[src/rtl/bal_pkg.sv]
`timescale 1ns/1ps
package bal_pkg;
  typedef enum logic [2:0] {
    S_SHUT, S_EN_LOW, S_DIR, S_OFF_GO, S_OFF_WAIT, S_ON, S_EN_HI, S_ACTIVE
  } seq_state_e;

  localparam int WAIT_W    = 4;
  localparam int W_DONE_HI = 0;
  localparam int W_DIR     = 1;
  localparam int W_SLEW    = 2;
  localparam int W_DONE_LO = 3;
endpackage

[src/rtl/bal_cmd_decode.sv]
`timescale 1ns/1ps
module bal_cmd_decode #(
  parameter int NCELL = 7,
  parameter int NPOL  = 4,
  localparam int CELLW = $clog2(NCELL + 1),
  localparam int NCSW  = NCELL + 1,
  localparam int NSW   = NCSW + NPOL
) (
  input  logic [CELLW-1:0] sel,
  output logic [NSW-1:0]   pattern
);
  logic any_cell;
  logic odd_cell;
  assign any_cell = (sel != '0);
  assign odd_cell = sel[0];

  // cell n closes the switches on both of its terminals
  for (genvar i = 0; i < NCSW; i++) begin : g_cell
    assign pattern[i] = any_cell && ((int'(sel) == i) || (int'(sel) == i + 1));
  end

  // odd cells use the outer polarity pair, even cells the inner ones
  for (genvar p = 0; p < NPOL; p++) begin : g_pol
    if (p == 0 || p == NPOL - 1) begin : g_outer
      assign pattern[NCSW+p] = any_cell && odd_cell;
    end else begin : g_inner
      assign pattern[NCSW+p] = any_cell && !odd_cell;
    end
  end
endmodule

[src/rtl/bal_seq_fsm.sv]
`timescale 1ns/1ps
module bal_seq_fsm
  import bal_pkg::*;
#(
  parameter int NSW  = 12,
  parameter int CMDW = 4,
  localparam int IDXW = $clog2(NSW)
) (
  input  logic              clk,
  input  logic              rst,
  input  logic              cmd_valid,
  input  logic [CMDW-1:0]   cmd_in,
  input  logic [NSW-1:0]    tgt_pat,
  input  logic              bias_ok,
  input  logic              abort_req,
  input  logic [NSW-1:0]    slew_ok,
  input  logic              conv_done,
  input  logic              dir_echo,
  output logic [NSW-1:0]    sw,
  output logic              conv_en,
  output logic              conv_dir,
  output logic              sleep,
  output logic              clk_run,
  output logic              test_mode,
  output logic [WAIT_W-1:0] wait_code
);
  localparam logic [CMDW-1:0] TEST_CODE = {1'b1, {(CMDW-1){1'b0}}};

  seq_state_e      state;
  logic [NSW-1:0]  tgt, off_mask;
  logic            pend, last_open, cmd_dir;
  logic [IDXW-1:0] pidx;

  logic            accept, open_req, hard_stop;
  logic [NSW-1:0]  need;
  logic            nxt_any;
  logic [IDXW-1:0] nxt_idx;

  assign accept    = cmd_valid || abort_req;
  assign open_req  = abort_req || !bias_ok || (cmd_in[CMDW-2:0] == '0);
  assign hard_stop = accept && open_req && last_open;
  assign need      = tgt & ~sw;

  // lowest-index switch still to be closed
  always_comb begin
    nxt_any = 1'b0;
    nxt_idx = '0;
    for (int i = NSW - 1; i >= 0; i--) begin
      if (need[i]) begin
        nxt_any = 1'b1;
        nxt_idx = IDXW'(i);
      end
    end
  end

  always_ff @(posedge clk) begin
    if (rst) begin
      state <= S_SHUT;   sw <= '0;        tgt <= '0;      off_mask <= '0;
      pend <= 1'b0;      pidx <= '0;      conv_en <= 1'b0; conv_dir <= 1'b1;
      cmd_dir <= 1'b0;   sleep <= 1'b1;   clk_run <= 1'b0; test_mode <= 1'b0;
      last_open <= 1'b0;
    end else if (accept) begin
      last_open <= open_req;
      test_mode <= !abort_req && (cmd_in == TEST_CODE);
      cmd_dir   <= cmd_in[CMDW-1];
      tgt       <= open_req ? '0 : tgt_pat;
      pend      <= 1'b0;
      conv_en   <= 1'b0;
      if (hard_stop) begin
        sw      <= '0;
        state   <= S_SHUT;
        sleep   <= 1'b1;
        clk_run <= 1'b0;
      end else begin
        state   <= S_EN_LOW;
        sleep   <= 1'b0;
        clk_run <= 1'b1;
      end
    end else begin
      case (state)
        S_EN_LOW: if (conv_done) begin
          if (tgt != '0) begin
            conv_dir <= !cmd_dir;
            state    <= S_DIR;
          end else begin
            state    <= S_OFF_GO;
          end
        end
        S_DIR: if (dir_echo != conv_dir) state <= S_OFF_GO;
        S_OFF_GO: begin
          sw       <= sw & tgt;
          off_mask <= sw & ~tgt;
          state    <= S_OFF_WAIT;
        end
        S_OFF_WAIT: if ((slew_ok & off_mask) == off_mask) begin
          if (tgt == '0) begin
            state   <= S_SHUT;
            sleep   <= 1'b1;
            clk_run <= 1'b0;
          end else begin
            state   <= S_ON;
          end
        end
        S_ON: begin
          if (pend) begin
            if (slew_ok[pidx]) pend <= 1'b0;
          end else if (nxt_any) begin
            sw[nxt_idx] <= 1'b1;
            pidx        <= nxt_idx;
            pend        <= 1'b1;
          end else begin
            conv_en <= 1'b1;
            state   <= S_EN_HI;
          end
        end
        S_EN_HI: if (!conv_done) state <= S_ACTIVE;
        default: ;
      endcase
    end
  end

  always_comb begin
    wait_code            = '0;
    wait_code[W_DONE_HI] = (state == S_EN_LOW);
    wait_code[W_DIR]     = (state == S_DIR);
    wait_code[W_SLEW]    = (state == S_OFF_GO) || (state == S_OFF_WAIT) || (state == S_ON);
    wait_code[W_DONE_LO] = (state == S_EN_HI);
  end

  p_single_close_r6: assert property (@(posedge clk) disable iff (rst)
    $countones(sw & ~$past(sw)) <= 1);

  p_frozen_when_running_r4: assert property (@(posedge clk) disable iff (rst)
    ($past(conv_en) && conv_en) |-> $stable(sw));

  p_sleep_quiet_r8: assert property (@(posedge clk) disable iff (rst)
    sleep |-> (sw == '0 && !conv_en && !clk_run));

  p_wait_onehot_r10: assert property (@(posedge clk) disable iff (rst)
    $onehot0(wait_code));

  p_double_open_r9: assert property (@(posedge clk) disable iff (rst)
    hard_stop |=> (sw == '0 && sleep && !clk_run));
endmodule

[src/rtl/cell_balance_sequencer.sv]
`timescale 1ns/1ps
module cell_balance_sequencer
  import bal_pkg::*;
#(
  parameter int NCELL = 7,
  parameter int NPOL  = 4,
  localparam int CELLW = $clog2(NCELL + 1),
  localparam int CMDW  = CELLW + 1,
  localparam int NCSW  = NCELL + 1,
  localparam int NSW   = NCSW + NPOL
) (
  input  logic              clk,
  input  logic              rst,
  input  logic              cmd_valid,
  input  logic [CMDW-1:0]   cmd_code,
  input  logic              bias_ok,
  input  logic              abort_req,
  input  logic [NSW-1:0]    slew_ok,
  input  logic              conv_done,
  input  logic              dir_echo,
  output logic [NCSW-1:0]   cell_sw,
  output logic [NPOL-1:0]   pol_sw,
  output logic              conv_en,
  output logic              conv_dir,
  output logic              sleep,
  output logic              clk_run,
  output logic              test_mode,
  output logic [WAIT_W-1:0] wait_code
);
  logic [NSW-1:0] pattern;
  logic [NSW-1:0] sw;

  bal_cmd_decode #(.NCELL(NCELL), .NPOL(NPOL)) u_decode (
    .sel     (cmd_code[CELLW-1:0]),
    .pattern (pattern)
  );

  bal_seq_fsm #(.NSW(NSW), .CMDW(CMDW)) u_fsm (
    .clk       (clk),
    .rst       (rst),
    .cmd_valid (cmd_valid),
    .cmd_in    (cmd_code),
    .tgt_pat   (pattern),
    .bias_ok   (bias_ok),
    .abort_req (abort_req),
    .slew_ok   (slew_ok),
    .conv_done (conv_done),
    .dir_echo  (dir_echo),
    .sw        (sw),
    .conv_en   (conv_en),
    .conv_dir  (conv_dir),
    .sleep     (sleep),
    .clk_run   (clk_run),
    .test_mode (test_mode),
    .wait_code (wait_code)
  );

  assign cell_sw = sw[NCSW-1:0];
  assign pol_sw  = sw[NSW-1:NCSW];
endmodule

[config.mk]
export PLATFORM = sky130hd
export DESIGN_NAME = cell_balance_sequencer
export DESIGN_NICKNAME = d
export VERILOG_FILES = /design/src/rtl/bal_pkg.sv /design/src/rtl/bal_cmd_decode.sv /design/src/rtl/bal_seq_fsm.sv /design/src/rtl/cell_balance_sequencer.sv
export SDC_FILE = /design/constraint.sdc
export NUM_CORES = 1
export LEC_CHECK = 0
export BUFFER_PORTS_ARGS = -buffer_cell sky130_fd_sc_hd__buf_2
export CAP_MARGIN = 30
export CORE_MARGIN = 4
export CORE_UTILIZATION = 55
export DETAILED_ROUTE_END_ITERATION = 16
export PLACE_DENSITY = 0.78
export SLEW_MARGIN = 15
export SYNTH_ARGS = -nofsm -noshare
export SYNTH_HDL_FRONTEND = slang
export SYNTH_SLANG_ARGS = --single-unit
[constraint.sdc]
create_clock -name clk -period 3.9 [get_ports clk]
set_clock_uncertainty 0.15 [all_clocks]
set_input_delay 0.78 -clock clk [delete_from_list [all_inputs] [get_ports clk]]
set_output_delay 0.78 -clock clk [all_outputs]
set_load 0.005 [all_outputs]
# Word-level counts from Yosys, hierarchy flattened
# Cells that the tools add are included.
dict set report word_totals {
  register_bits 51
  wordCells 156
}
dict set report op_classes {
  n_lt_le_gt_ge 3
  n_eq_ne 24
  mux 58
  bitwise_logic 10
  n_reduce_logical 48
}
# cell n
set ops {}
lappend ops {{$mux W12} 5}
lappend ops {{$and A12 B12 Y12} 4}
lappend ops {{$mux W4} 12}
lappend ops {{$mux W1} 29}
lappend ops {{$mux W3} 8}
lappend ops {{$not A12 Y12} 2}
lappend ops {{$pmux W12 S2} 1}
lappend ops {{$eq A3 B3 Y1 const B} 7}
lappend ops {{$pmux W3 S6} 1}
lappend ops {{$logic_and A1 B1 Y1} 14}
lappend ops {{$eq A12 B12 Y1} 1}
lappend ops {{$eq A3 B2 Y1 const B} 4}
lappend ops {{$logic_not A12 Y1} 1}
lappend ops {{$logic_or A1 B1 Y1} 12}
lappend ops {{$or A12 B12 Y12} 1}
lappend ops {{$reduce_and A4 Y1} 3}
lappend ops {{$reduce_bool A12 Y1} 1}
lappend ops {{$lt A4 B5 Y1 const B} 2}
lappend ops {{$ne A3 B1 Y1 const B} 3}
lappend ops {{$ne A3 B2 Y1 const B} 3}
lappend ops {{$reduce_and A7 Y1} 1}
lappend ops {{$reduce_bool A7 Y1} 1}
lappend ops {{$eq A3 B1 Y1 const B} 2}
lappend ops {{$logic_not A3 Y1} 2}
lappend ops {{other kinds (14)} 23}

# Logic depth before layout (Yosys ltp)
# Gate-level depths: netlist of the first run.
dict set report depth {
  depth_word 23
  depth_mapped 8
  mapped_depth_nobuf 6
}

# Hierarchy
# Synthesis of the first run repeated with hierarchy kept, for this count alone.
dict set report hier_totals {
  hier_cells 331
  area_unflattened_um2 2706.3
}
# module n_inst cells_per_inst area_per_inst_um2 seq_area_each_um2
set by_module_without_submodules {}
lappend by_module_without_submodules {bal_seq_fsm 1 317 2616.3 1021.0}
lappend by_module_without_submodules {bal_cmd_decode 1 14 90.1 0.0}

# Worst setup path after synthesis of the first run
# Ideal clock, no wire load.
dict set report synth_path {
  path_kind {in2reg}
  start {input cmd_code[0]}
  end {register u_fsm.sw[10]}
  setup_ns 0.115
  arrival_time_ns 2.097
  required_time_ns 3.635
  path_slack_ns 1.538
  path_stages 7
  n_path_buf 1
  cell_sequence {clkbuf_1 -> nor3_1 -> o21ai_0 -> o21ai_1 -> a21oi_1 -> o21ai_0 -> o21ba_2}
}
dict set report synth_between {
  elab_chain_cells 6
}
# element line_no
set synth_rtl {}
lappend synth_rtl {{start: declaration} cell_balance_sequencer.sv:15} ;# input logic [CMDW-1:0] cmd_code,
lappend synth_rtl {{$logic_not A3 Y1} bal_seq_fsm.sv:40} ;# assign open_req = abort_req || !bias_ok || (cmd_in[CMDW-2:0] == '0);
lappend synth_rtl {{$logic_or A1 B1 Y1} bal_seq_fsm.sv:40}
lappend synth_rtl {{$logic_and A1 B1 Y1 (2 in a row)} bal_seq_fsm.sv:41} ;# assign hard_stop = accept && open_req && last_open;
lappend synth_rtl {{$ne A2 B2 Y1 (no source line)} -}
lappend synth_rtl {{$reduce_and A4 Y1 (no source line)} -}
lappend synth_rtl {{end signal: assignment} bal_seq_fsm.sv:91} ;# sw <= sw & tgt;
lappend synth_rtl {{end: declaration} bal_seq_fsm.sv:19} ;# output logic [NSW-1:0] sw,
# Every way passes these cells.
# A chain may end at the register's enable or synchronous reset.

# Worst setup path in the final report of the first run
dict set report layout_path {
  start {input slew_ok[8]}
  end {register u_fsm.state[1]}
}
dict set report layout_between {
  elab_chain_cells 4
}
# element line_no
set layout_rtl {}
lappend layout_rtl {{start: declaration} cell_balance_sequencer.sv:18} ;# input logic [NSW-1:0] slew_ok,
lappend layout_rtl {{$and A12 B12 Y12} bal_seq_fsm.sv:95} ;# S_OFF_WAIT: if ((slew_ok & off_mask) == off_mask) begin
lappend layout_rtl {{$eq A12 B12 Y1} bal_seq_fsm.sv:95}
lappend layout_rtl {{$ne A3 B1 Y1 (no source line)} -}
lappend layout_rtl {{$reduce_and A7 Y1 (no source line)} -}
lappend layout_rtl {{end signal: assignment} bal_seq_fsm.sv:93} ;# state <= S_OFF_WAIT;
lappend layout_rtl {{end signal: assignment} bal_seq_fsm.sv:97} ;# state <= S_SHUT;
lappend layout_rtl {{end signal: assignment} bal_seq_fsm.sv:101} ;# state <= S_ON;
lappend layout_rtl {{end: declaration} bal_seq_fsm.sv:29} ;# seq_state_e state;
# Every way passes these cells.

==> flow_summary_export.csv, run 1 <==
group,metric,value,unit
power_and_ir_drop,p_leak,0.00111,µW
worst_setup_path,worst_path_max_delay_cell,"nor4_1",
sta,drv_slew,0,
floorplan,core_region_area,4750,µm²
flow_run,cap_viol_max_count,0,
worst_setup_path,crit_type,"input pin to register",
grt,grt_first_pass_wirelength,11600,µm
power_and_ir_drop,totalPowerFinal,902,µW
sta,final.setup.tns,0,ps
synthesis,async_reset_ff_share,0,%
sta,max_slew.worst_pin.slew,796,ps
drt,drt_first_pass_iters,5,
clock_network,ctsResizeCount,0,
placement,portBuffers,43,
clock_network,postCtsHoldBufs,0,
grt,grt_pass1_vias,2488,
synthesis,synthDistinctLibCells,62,
drt,drc,0,
grt,antenna_found_initial,0,
drt,drtAntennaViolNets,0,
clock_network,cts_tree,"done",
final_layout,antenna_cells,0,
worst_setup_path,slowest_delay,620,ps
final_layout,syn_to_final_growth,12.1,%
worst_setup_path,worstPathArrival,2630,ps
synthesis,synth_top_area_share,36.1,%
synthesis,syn_area,2720,µm²
synthesis,ys_warn_count,0,
synthesis,ys.flop_type,"dfxtp_1",
final_layout,drive_gt1_share,18.9,%
floorplan,rows,25,
floorplan,io_pins,44,
floorplan,start_util,57.2,%
clock_network,cts_max_level,2,
synthesis,postSynthAreaPerCell,8.11,µm²
placement,globalplace.congestion,0.903,
worst_setup_path,cp-end-kind,"register",
hold_path,hold_class,"register to register",
drt,vias,2640,
sta,max_freq,388,MHz
drt,drt_iter0_drc,275,
clock_network,cts.sinks,49,
floorplan,die_h,78.3,µm
synthesis,synth_area_leaders,"dfxtp_1 (36%), a21oi_1 (5.9%), nand2_1 (4.8%), o21ai_0 (3.3%), nand3b_1 (3.3%)",
clock_network,cts.clk_slew.worst_paths,80,ps
sta,timing.final.crit_share,66.2,%
power_and_ir_drop,p_per_area,296,nW/µm²
synthesis,ys_seq_area_share,36.1,%
power_and_ir_drop,vdd_drop_max,245,µV
grt,grt-ovfl-total,0,
drt,drt-vias-per-instance,6.04,
clock_network,cts_made_buffers,5,
worst_setup_path,crit_family,"compound AO/OA/AOI/OAI gates",
synthesis,synth_cells,335,
sta,final.min_clock_period,2580,ps
final_layout,final_common_cell,"dfxtp_1",
worst_setup_path,path_cells,"buf_2, nand2b_1, o2111ai_1, nor4_1, a2111oi_0, o31a_1, a2111oi_2",
final_layout,fillerInstances,451,
worst_setup_path,startpoint_type,"input pin",
clock_network,post_cts_buffers,0,
drt,drt-wirelength-per-cell,16.0,µm
synthesis,syn-num-nets,358,
sta,finalSetupViolCount,0,
placement,post-dp-hpwl,5150,µm
clock_network,clk_path_buf_depth,2,
synthesis,synth.largest_area_cell,"dfxtp_1",
sta,slew_headroom,46.9,%
drt,wirelength,6980,µm
clock_network,clock_latency,300,ps
synthesis,ys_ff_latch,49,
outcome,status,"complete, no violations",
worst_setup_path,crit_fanout,3,
floorplan,dieWidth,78.3,µm
grt,grt_max_degree,45,
synthesis,synth_edf_count,0,
clock_network,cts-root-buf,"clkbuf_8",
final_layout,fin_nets,392,
worst_setup_path,crit_buf_inv,1,
sta,hold_viol_final,0,
grt,grt_usage,23.7,%
final_layout,final_cell_mix,"dfxtp_1 (49), buf_2 (43), nand2_1 (35), a21oi_1 (32), nor2_1 (21)",
floorplan,die_area,6130,µm²
sta,rsz0062_at_grt,"no",
worst_setup_path,cp.required,3950,ps
sta,hold-worst-slack,304,ps
[synthesized netlist by cell type (2+ instances only)]
master and count:
a2111oi_0 3, a211oi_1 2, a21o_1 4, a21oi_1 32, a221oi_1 2, a22oi_1 8, a31oi_1 7, a32oi_1 2
and2_1 4, and3_1 2, buf_2 3, clkbuf_1 13, dfxtp_1 49, inv_1 15, mux4_2 3, nand2_1 35
nand2b_1 13, nand3_1 7, nand3b_1 12, nand4_1 2, nor2_1 21, nor2b_1 13, nor3_1 9, nor3b_1 2
nor4_1 3, nor4_2 2, o2111ai_1 2, o211a_1 2, o211ai_1 3, o21ai_0 18, o21ai_1 2, o21ba_2 2
o22ai_1 3, or3_1 6, xnor2_1 2
[sequential cells by signal, indices dropped and copies added (netlist names)]
signal	count
u_fsm.clk_run	1
u_fsm.cmd_dir	1
u_fsm.conv_dir	1
u_fsm.conv_en	1
u_fsm.last_open	1
u_fsm.off_mask	12
u_fsm.pend	1
u_fsm.pidx	4
u_fsm.sleep	1
u_fsm.state	3
u_fsm.sw	12
u_fsm.test_mode	1
u_fsm.tgt	10
[tightest hold or removal path, cell delays in order (launching register included)]
cell	delay, ps
dfxtp_1	310
nand2_1	50
a21oi_1	50
[layer usage]
metal / vias to the layer above / GRT usage, % / share of wire (%)
met5: - / 0 / 0
met2: 124 / 38.6 / 47
li1: 1289 / - / -
met3: 8 / 6.42 / 8.4
met4: 0 / 7.34 / 1.1
met1: 1219 / 30.5 / 43
[path summary, 6_finish.rpt]
check,depth (start not counted),slack [ps],endpoint,startpoint
setup / recovery,7,1320,u_fsm.state[1]$_SDFFE_PP0P_,slew_ok[8]
hold / removal,2,300,u_fsm.off_mask[0]$_SDFFE_PP0P_,u_fsm.off_mask[0]$_SDFFE_PP0P_
setup reg to reg,6,1530,u_fsm.state[2]$_SDFFE_PP0P_,u_fsm.state[1]$_SDFFE_PP0P_
hold reg to reg,2,300,u_fsm.off_mask[0]$_SDFFE_PP0P_,u_fsm.off_mask[0]$_SDFFE_PP0P_
[per-stage QoR]
step | setup slack, ps | instances | area, µm² | util (%)
detailed placement | 1050 | 429 | 2960 | 62.2
CTS | 1370 | 437 | 3050 | 64.1
global route | 1230 | 437 | 3050 | 64.1
finish | 1320 | 437 | 3050 | 64.1
global placement | 1110 | 429 | 2960 | 62.2
floorplan | 1540 | 335 | 2720 | -
[layout make-up]
class | count | area [µm²] | area share (%)
Multi-Input combinational cell | 253 | 1610 | 52.8
Sequential cell | 49 | 981 | 32.2
Timing Repair Buffer | 45 | 230 | 7.56
Tap cell | 67 | 83.8 | 2.75
Clock buffer | 5 | 68.8 | 2.26
Inverter | 15 | 56.3 | 1.85
Clock inverter | 3 | 17.5 | 0.575
[cells by family after synthesis]
| group | count (synthesis) | share of synthesized area [%] |
|---|---|---|
| buffers and inverters | 33 | 4.74 |
| AND/OR/NAND/NOR | 141 | 28.7 |
| AO/OA/AOI/OAI | 104 | 26.2 |
| flip-flops | 49 | 36.1 |
| XOR/XNOR | 3 | 0.967 |
| multiplexers | 5 | 3.27 |
[power breakdown]
| group | internal, µW | switching [µW] | leakage, µW | total [µW] |
|---|---|---|---|---|
| Clock | 124 | 168 | 0.0000439 | 292 |
| Combinational | 36.8 | 57.2 | 0.000672 | 94.0 |
| Sequential | 506 | 9.45 | 0.000396 | 516 |
| Total | 667 | 235 | 0.00111 | 902 |
Note: power is estimated with default switching activity, not from simulation.
==> run 2, diff against run 1 <==
- ABC_AREA: default -> 1
- clock period: 3.9 -> 2.7 ns (I/O delays scaled with it)
==> run 2 against run 1 <==
Cell count grew 19%. Count of clock-buffer cells in the layout grew 2. First-iteration DRC count shrank 11%. Power grew 69%. Critical endpoint is now u_fsm.sw[0]$_SDFFE_PP0P_. Highest routed layer unchanged.
==> flow_summary_export.csv, run 2 <==
group,metric,value,unit
synthesis,syn-num-nets,430,
placement,portBuffers,43,
synthesis,netlist_top_cells_count,"nand2_1 (76), inv_1 (59), a21oi_1 (52)",
synthesis,synth_top_area_share,36.2,%
synthesis,synth_most_common_cell,"nand2_1",
worst_setup_path,cp.required,2760,ps
clock_network,cts_max_level,2,
grt,antenna_found_initial,0,
synthesis,ys_warn_count,0,
sta,setup_ws,739,ps
floorplan,die_h,78.2,µm
worst_setup_path,crit_family,"buffers and inverters",
drt,wirelength,6920,µm
flow_run,cap_viol_max_count,0,
floorplan,rows,25,
clock_network,cts_tree,"done",
hold_path,hold_class,"register to register",
floorplan,start_util,56.9,%
floorplan,core_region_area,4750,µm²
sta,max_slew.worst_pin.slew,417,ps
drt,drc,0,
sta,slew_headroom,72.1,%
synthesis,ys_seq_area_share,36.2,%
drt,drtAntennaViolNets,0,
grt,grt_first_pass_wirelength,11400,µm
floorplan,io_pins,44,
worst_setup_path,slowest_delay,330,ps
synthesis,async_reset_ff_share,0,%
grt,grt-ovfl-total,0,
final_layout,antenna_cells,0,
drt,drt-wirelength-per-cell,13.2,µm
synthesis,synth_edf_count,0,
worst_setup_path,worstPathArrival,2020,ps
outcome,status,"complete, no violations",
power_and_ir_drop,vdd_drop_max,350,µV
sta,hold_viol_final,0,
synthesis,postSynthAreaPerCell,6.65,µm²
floorplan,dieWidth,78.2,µm
worst_setup_path,worst_path_max_delay_cell,"dfxtp_1",
clock_network,cts.clk_slew.worst_paths,90,ps
clock_network,cts_made_buffers,5,
drt,drt_iter0_drc,245,
sta,max_freq,510,MHz
final_layout,drive_gt1_share,19.6,%
final_layout,ff_latch_area,981,µm²
final_layout,fillerInstances,488,
sta,timing.final.crit_share,72.6,%
synthesis,syn_area,2710,µm²
sta,rsz0062_at_grt,"no",
clock_network,clock_latency,310,ps
synthesis,synth_cells,407,
placement,dp_slack,574,ps
synthesis,synth.largest_area_cell,"dfxtp_1",
grt,grt_max_degree,20,
clock_network,post_cts_buffers,0,
drt,vias,2838,
synthesis,ys_ff_latch,49,
clock_network,postCtsHoldBufs,0,
final_layout,multiInputGateArea,1410,µm²
final_layout,syn_to_final_growth,14.5,%
worst_setup_path,crit_buf_inv,5,
placement,post-dp-hpwl,5410,µm
worst_setup_path,cp-end-kind,"register",
synthesis,ys.flop_type,"dfxtp_1",
final_layout,final_common_cell,"nand2_1",
worst_setup_path,crit_fanout,12,
synthesis,synth_area_leaders,"dfxtp_1 (36%), nand2_1 (11%), a21oi_1 (9.6%), inv_1 (8.2%), nor2_1 (6.1%)",
floorplan,die_area,6110,µm²
power_and_ir_drop,totalPowerFinal,1520,µW
clock_network,cts.sinks,49,
drt,drt-vias-per-instance,5.44,
sta,final.setup.tns,0,ps
sta,final.min_clock_period,1960,ps
final_layout,final_cell_mix,"nand2_1 (76), inv_1 (59), a21oi_1 (52), dfxtp_1 (49), nor2_1 (44)",
power_and_ir_drop,p_per_area,492,nW/µm²
clock_network,clk_path_buf_depth,2,
worst_setup_path,crit_type,"register to register",
placement,globalplace.congestion,0.995,
sta,finalSetupViolCount,0,
synthesis,synthDistinctLibCells,36,
grt,grt_pass1_vias,2491,
drt,drt_first_pass_iters,5,
final_layout,fin_nets,477,
worst_setup_path,startpoint_type,"register",
worst_setup_path,path_cells,"inv_1, nand2_2, nand2_2, inv_1, nand2_1, inv_2, nand3_2, inv_1, nand3_1, nand2_2, inv_2, o21ai_0, a21oi_1, a21oi_1",
clock_network,cts-root-buf,"clkbuf_8",
clock_network,ctsResizeCount,0,
power_and_ir_drop,p_leak,0.00134,µW
sta,drv_slew,0,
grt,grt_usage,23.4,%
final_layout,top_regs,"u_fsm.off_mask: 12 flops, u_fsm.sw: 12 flops, u_fsm.tgt: 10 flops",
[run 2: per-layer routing]
metal,track usage [%],vias up,part of all wire [%]
li1,-,1438,-
met1,33.4,1268,47
met2,35.3,115,43
met3,5.50,17,7.4
met4,6.64,0,2.0
met5,0,-,0
[run 2: path summary, 6_finish.rpt]
path                                  start                             end  slack (ps)  cells past startpoint
max reg2reg        u_fsm.sw[1]$_SDFFE_PP0P_        u_fsm.sw[0]$_SDFFE_PP0P_         740                     14
max                u_fsm.sw[1]$_SDFFE_PP0P_        u_fsm.sw[0]$_SDFFE_PP0P_         740                     14
min reg2reg  u_fsm.off_mask[4]$_SDFFE_PP0P_  u_fsm.off_mask[4]$_SDFFE_PP0P_         310                      2
min          u_fsm.off_mask[4]$_SDFFE_PP0P_  u_fsm.off_mask[4]$_SDFFE_PP0P_         310                      2
[run 2: where the power goes]
part / internal (µW) / switching (µW) / total [µW]
clock: 302 / 240 / 542
sequential: 740 / 15.2 / 755
combinational: 81.2 / 145 / 227
total: 1120 / 401 / 1520
[run 2: worst register-to-register path, stage by stage, from the launching register on]
cell and delay, ps:
dfxtp_1 330, inv_1 160, nand2_2 110, nand2_2 100
inv_1 50, nand2_1 70, inv_2 50, nand3_2 60
inv_1 70, nand3_1 90, nand2_2 90, inv_2 230
o21ai_0 140, a21oi_1 140, a21oi_1 50
[run 2: logic make-up after synthesis]
group / count (synthesis) / share of synthesized area, %
AND/OR/NAND/NOR: 172 / 28.5
AO/OA/AOI/OAI: 111 / 23.4
buffers and inverters: 74 / 11.6
flip-flops: 49 / 36.2
XOR/XNOR: 1 / 0.324
[run 2: cell type report]
type                            instances  share of cell area (%)
Clock inverter                          1                   0.969
Clock buffer                            7                    2.79
Tap cell                               67                    2.70
Multi-Input combinational cell        284                    45.6
Sequential cell                        49                    31.7
Inverter                               65                    7.91
Timing Repair Buffer                   49                    8.40
[run 2: metrics by stage]
step           hold slack, ps  std cells  cell area, µm²  utilization [%]
4_1_cts                   311        522            3100             65.2
2_1_floorplan             277        407            2710                -
6_report                  308        522            3100             65.2
3_3_place_gp              288        514            2980             62.7
5_1_grt                   329        522            3100             65.2
3_5_place_dp              289        514            2980             62.7
==> run 3, diff against run 2 <==
- ABC_AREA: 1 -> 0
- clock period: 2.7 -> 1.95 ns (I/O delays scaled with it)
==> run 3 against run 2 <==
The run now ends with setup timing left. Hold slack worse by 120 ps. Fmax down 3.4%. Sequential cell count unchanged.
==> flow_summary_export.csv, run 3 (same netlist as run 1, synthesis figures left out) <==
group,metric,value,unit
drt,drt_iter0_drc,488,
clock_network,cts_max_level,2,
floorplan,start_util,57.2,%
placement,placedCellCount,507,
floorplan,die_area,6130,µm²
floorplan,rows,25,
worst_setup_path,startpoint_type,"register",
drt,drt_first_pass_iters,5,
worst_setup_path,crit_top_cell,"buf_4",
placement,post-dp-hpwl,6260,µm
sta,finalSetupViolCount,11,
clock_network,cts-root-buf,"clkbuf_8",
floorplan,core_region_area,4750,µm²
sta,setup_ws,-78.7,ps
final_layout,top_regs,"u_fsm.off_mask: 12 flops, u_fsm.sw: 12 flops, u_fsm.tgt: 10 flops",
final_layout,drive_gt1_share,45.8,%
grt,grt_first_pass_wirelength,14300,µm
worst_setup_path,cp-end-kind,"register",
sta,timing.final.crit_share,104,%
clock_network,cts.sinks,49,
power_and_ir_drop,p_per_area,526,nW/µm²
placement,globalplace.congestion,0.900,
floorplan,dieWidth,78.3,µm
sta,slew_headroom,67.0,%
clock_network,cts_made_buffers,5,
power_and_ir_drop,clkPwrFrac,36.9,%
sta,hold-worst-slack,185,ps
worst_setup_path,worst_path_max_delay_cell,"dfxtp_1",
sta,final.min_clock_period,2030,ps
power_and_ir_drop,p_comb_share,14.4,%
worst_setup_path,r2r_cells,9,
grt,antenna_found_initial,0,
floorplan,io_pins,44,
worst_setup_path,path_cells,"nor2b_4, a2111oi_4, buf_4, buf_4, nand3_2, nand2_2, buf_4, nand3_1, o31ai_2",
worst_setup_path,slowest_delay,410,ps
drt,drt-wirelength-per-cell,20.0,µm
grt,grt-ovfl-total,0,
clock_network,clock_latency,310,ps
flow_run,cap_viol_max_count,0,
sta,max_freq,493,MHz
power_and_ir_drop,p_leak,0.00162,µW
worst_setup_path,worstSetupPathDepth,9,
power_and_ir_drop,p_seq_share,48.6,%
power_and_ir_drop,p_sw_share,25.5,%
clock_network,clk_path_buf_depth,2,
placement,dp_slack,-174,ps
worst_setup_path,worstPathArrival,2090,ps
outcome,violations,"setup timing",
sta,rsz0062_at_grt,"yes",
drt,drtAntennaViolNets,0,
worst_setup_path,cp.required,2020,ps
power_and_ir_drop,intPower,1570,µW
power_and_ir_drop,vdd_drop_max,580,µV
drt,vias,3352,
clock_network,cts.clk_slew.worst_paths,100,ps
hold_path,hold_path_depth,3,
final_layout,syn_to_final_growth,47.0,%
outcome,status,"complete, but fails checks",
sta,hold_viol_final,0,
floorplan,die_h,78.3,µm
drt,wirelength,10400,µm
clock_network,postCtsHoldBufs,0,
placement,portBuffers,43,
final_layout,final_cell_mix,"buf_4 (83), buf_2 (43), dfxtp_1 (34), nand2_1 (32), a21oi_1 (29)",
grt,grt_max_degree,44,
hold_path,hold_class,"input pin to register",
final_layout,instances_no_fill,521,
final_layout,utilization,84.0,%
drt,drc,0,
grt,grt_pass1_vias,3039,
worst_setup_path,crit_fanout,3,
power_and_ir_drop,p_sw,537,µW
drt,drt-vias-per-instance,6.43,
clock_network,cts_tree,"done",
sta,drv_slew,0,
final_layout,final_common_cell,"buf_4",
sta,max_slew.worst_pin.slew,495,ps
final_layout,antenna_cells,0,
worst_setup_path,crit_family,"simple AND/OR/NAND/NOR gates",
grt,grt_usage,29.4,%
final_layout,fin_nets,476,
worst_setup_path,crit_buf_inv,3,
worst_setup_path,crit_type,"register to register",
-- run 3: worst paths after layout --
| check | startpoint | endpoint | slack (ps) |
|---|---|---|---|
| worst max-delay path | u_fsm.sw[3]$_SDFFE_PP0P_ | u_fsm.pidx[0]$_SDFFE_PP0P_ | -80 |
| worst min register to register | u_fsm.off_mask[11]$_SDFFE_PP0P_ | u_fsm.off_mask[11]$_SDFFE_PP0P_ | 310 |
| worst max register to register | u_fsm.sw[3]$_SDFFE_PP0P_ | u_fsm.pidx[0]$_SDFFE_PP0P_ | -80 |
| worst min-delay path | cmd_code[3] | u_fsm.cmd_dir$_SDFFE_PP0N_ | 180 |
-- run 3: metal layers --
metal / GRT usage [%] / up-vias / part of all wire (%)
met5: 0 / - / 0
li1: - / 1457 / -
met2: 51.3 / 270 / 48
met1: 36.5 / 1552 / 37
met4: 9.62 / 0 / 5.0
met3: 5.28 / 73 / 10
-- run 3: cell type report --
type | count | area (µm²)
Multi-Input combinational cell | 253 | 1850
Sequential cell | 49 | 1010
Timing Repair Buffer | 129 | 881
Fill cell | 280 | 759
Tap cell | 67 | 83.8
Clock buffer | 6 | 82.6
Inverter | 15 | 56.3
Clock inverter | 2 | 37.5
-- run 3: worst register-to-register path, stage by stage, from the launching register on --
cell and delay (ps):
dfxtp_1 410, nor2b_4 70, a2111oi_4 340, buf_4 180, buf_4 120, nand3_2 150, nand2_2 150, buf_4 140
nand3_1 110, o31ai_2 100
-- run 3: timing repair --
action / CTS / global route
resized for setup: 17 / 54
buffers inserted: 1 / 5
endpoints found under the setup margin: 18 / 23
pin swaps: 5 / 15
-- run 3: power by group through the flow --
stage	Clock [µW]	Sequential, µW	Combinational [µW]
global placement	0	1050	250
global route	799	1020	321
finish	776	1020	303
detailed placement	0	1050	255
floorplan	0	1040	130
CTS	769	1020	263
-- run 3: through the flow --
step	cell area (µm²)	setup TNS, ps	power [µW]
2_1_floorplan	2740	-20.3	1170
3_3_place_gp	3580	-827	1300
3_5_place_dp	3580	-1400	1300
4_1_cts	3750	-14.3	2060
5_1_grt	4000	-1360	2140
6_report	4000	-347	2100
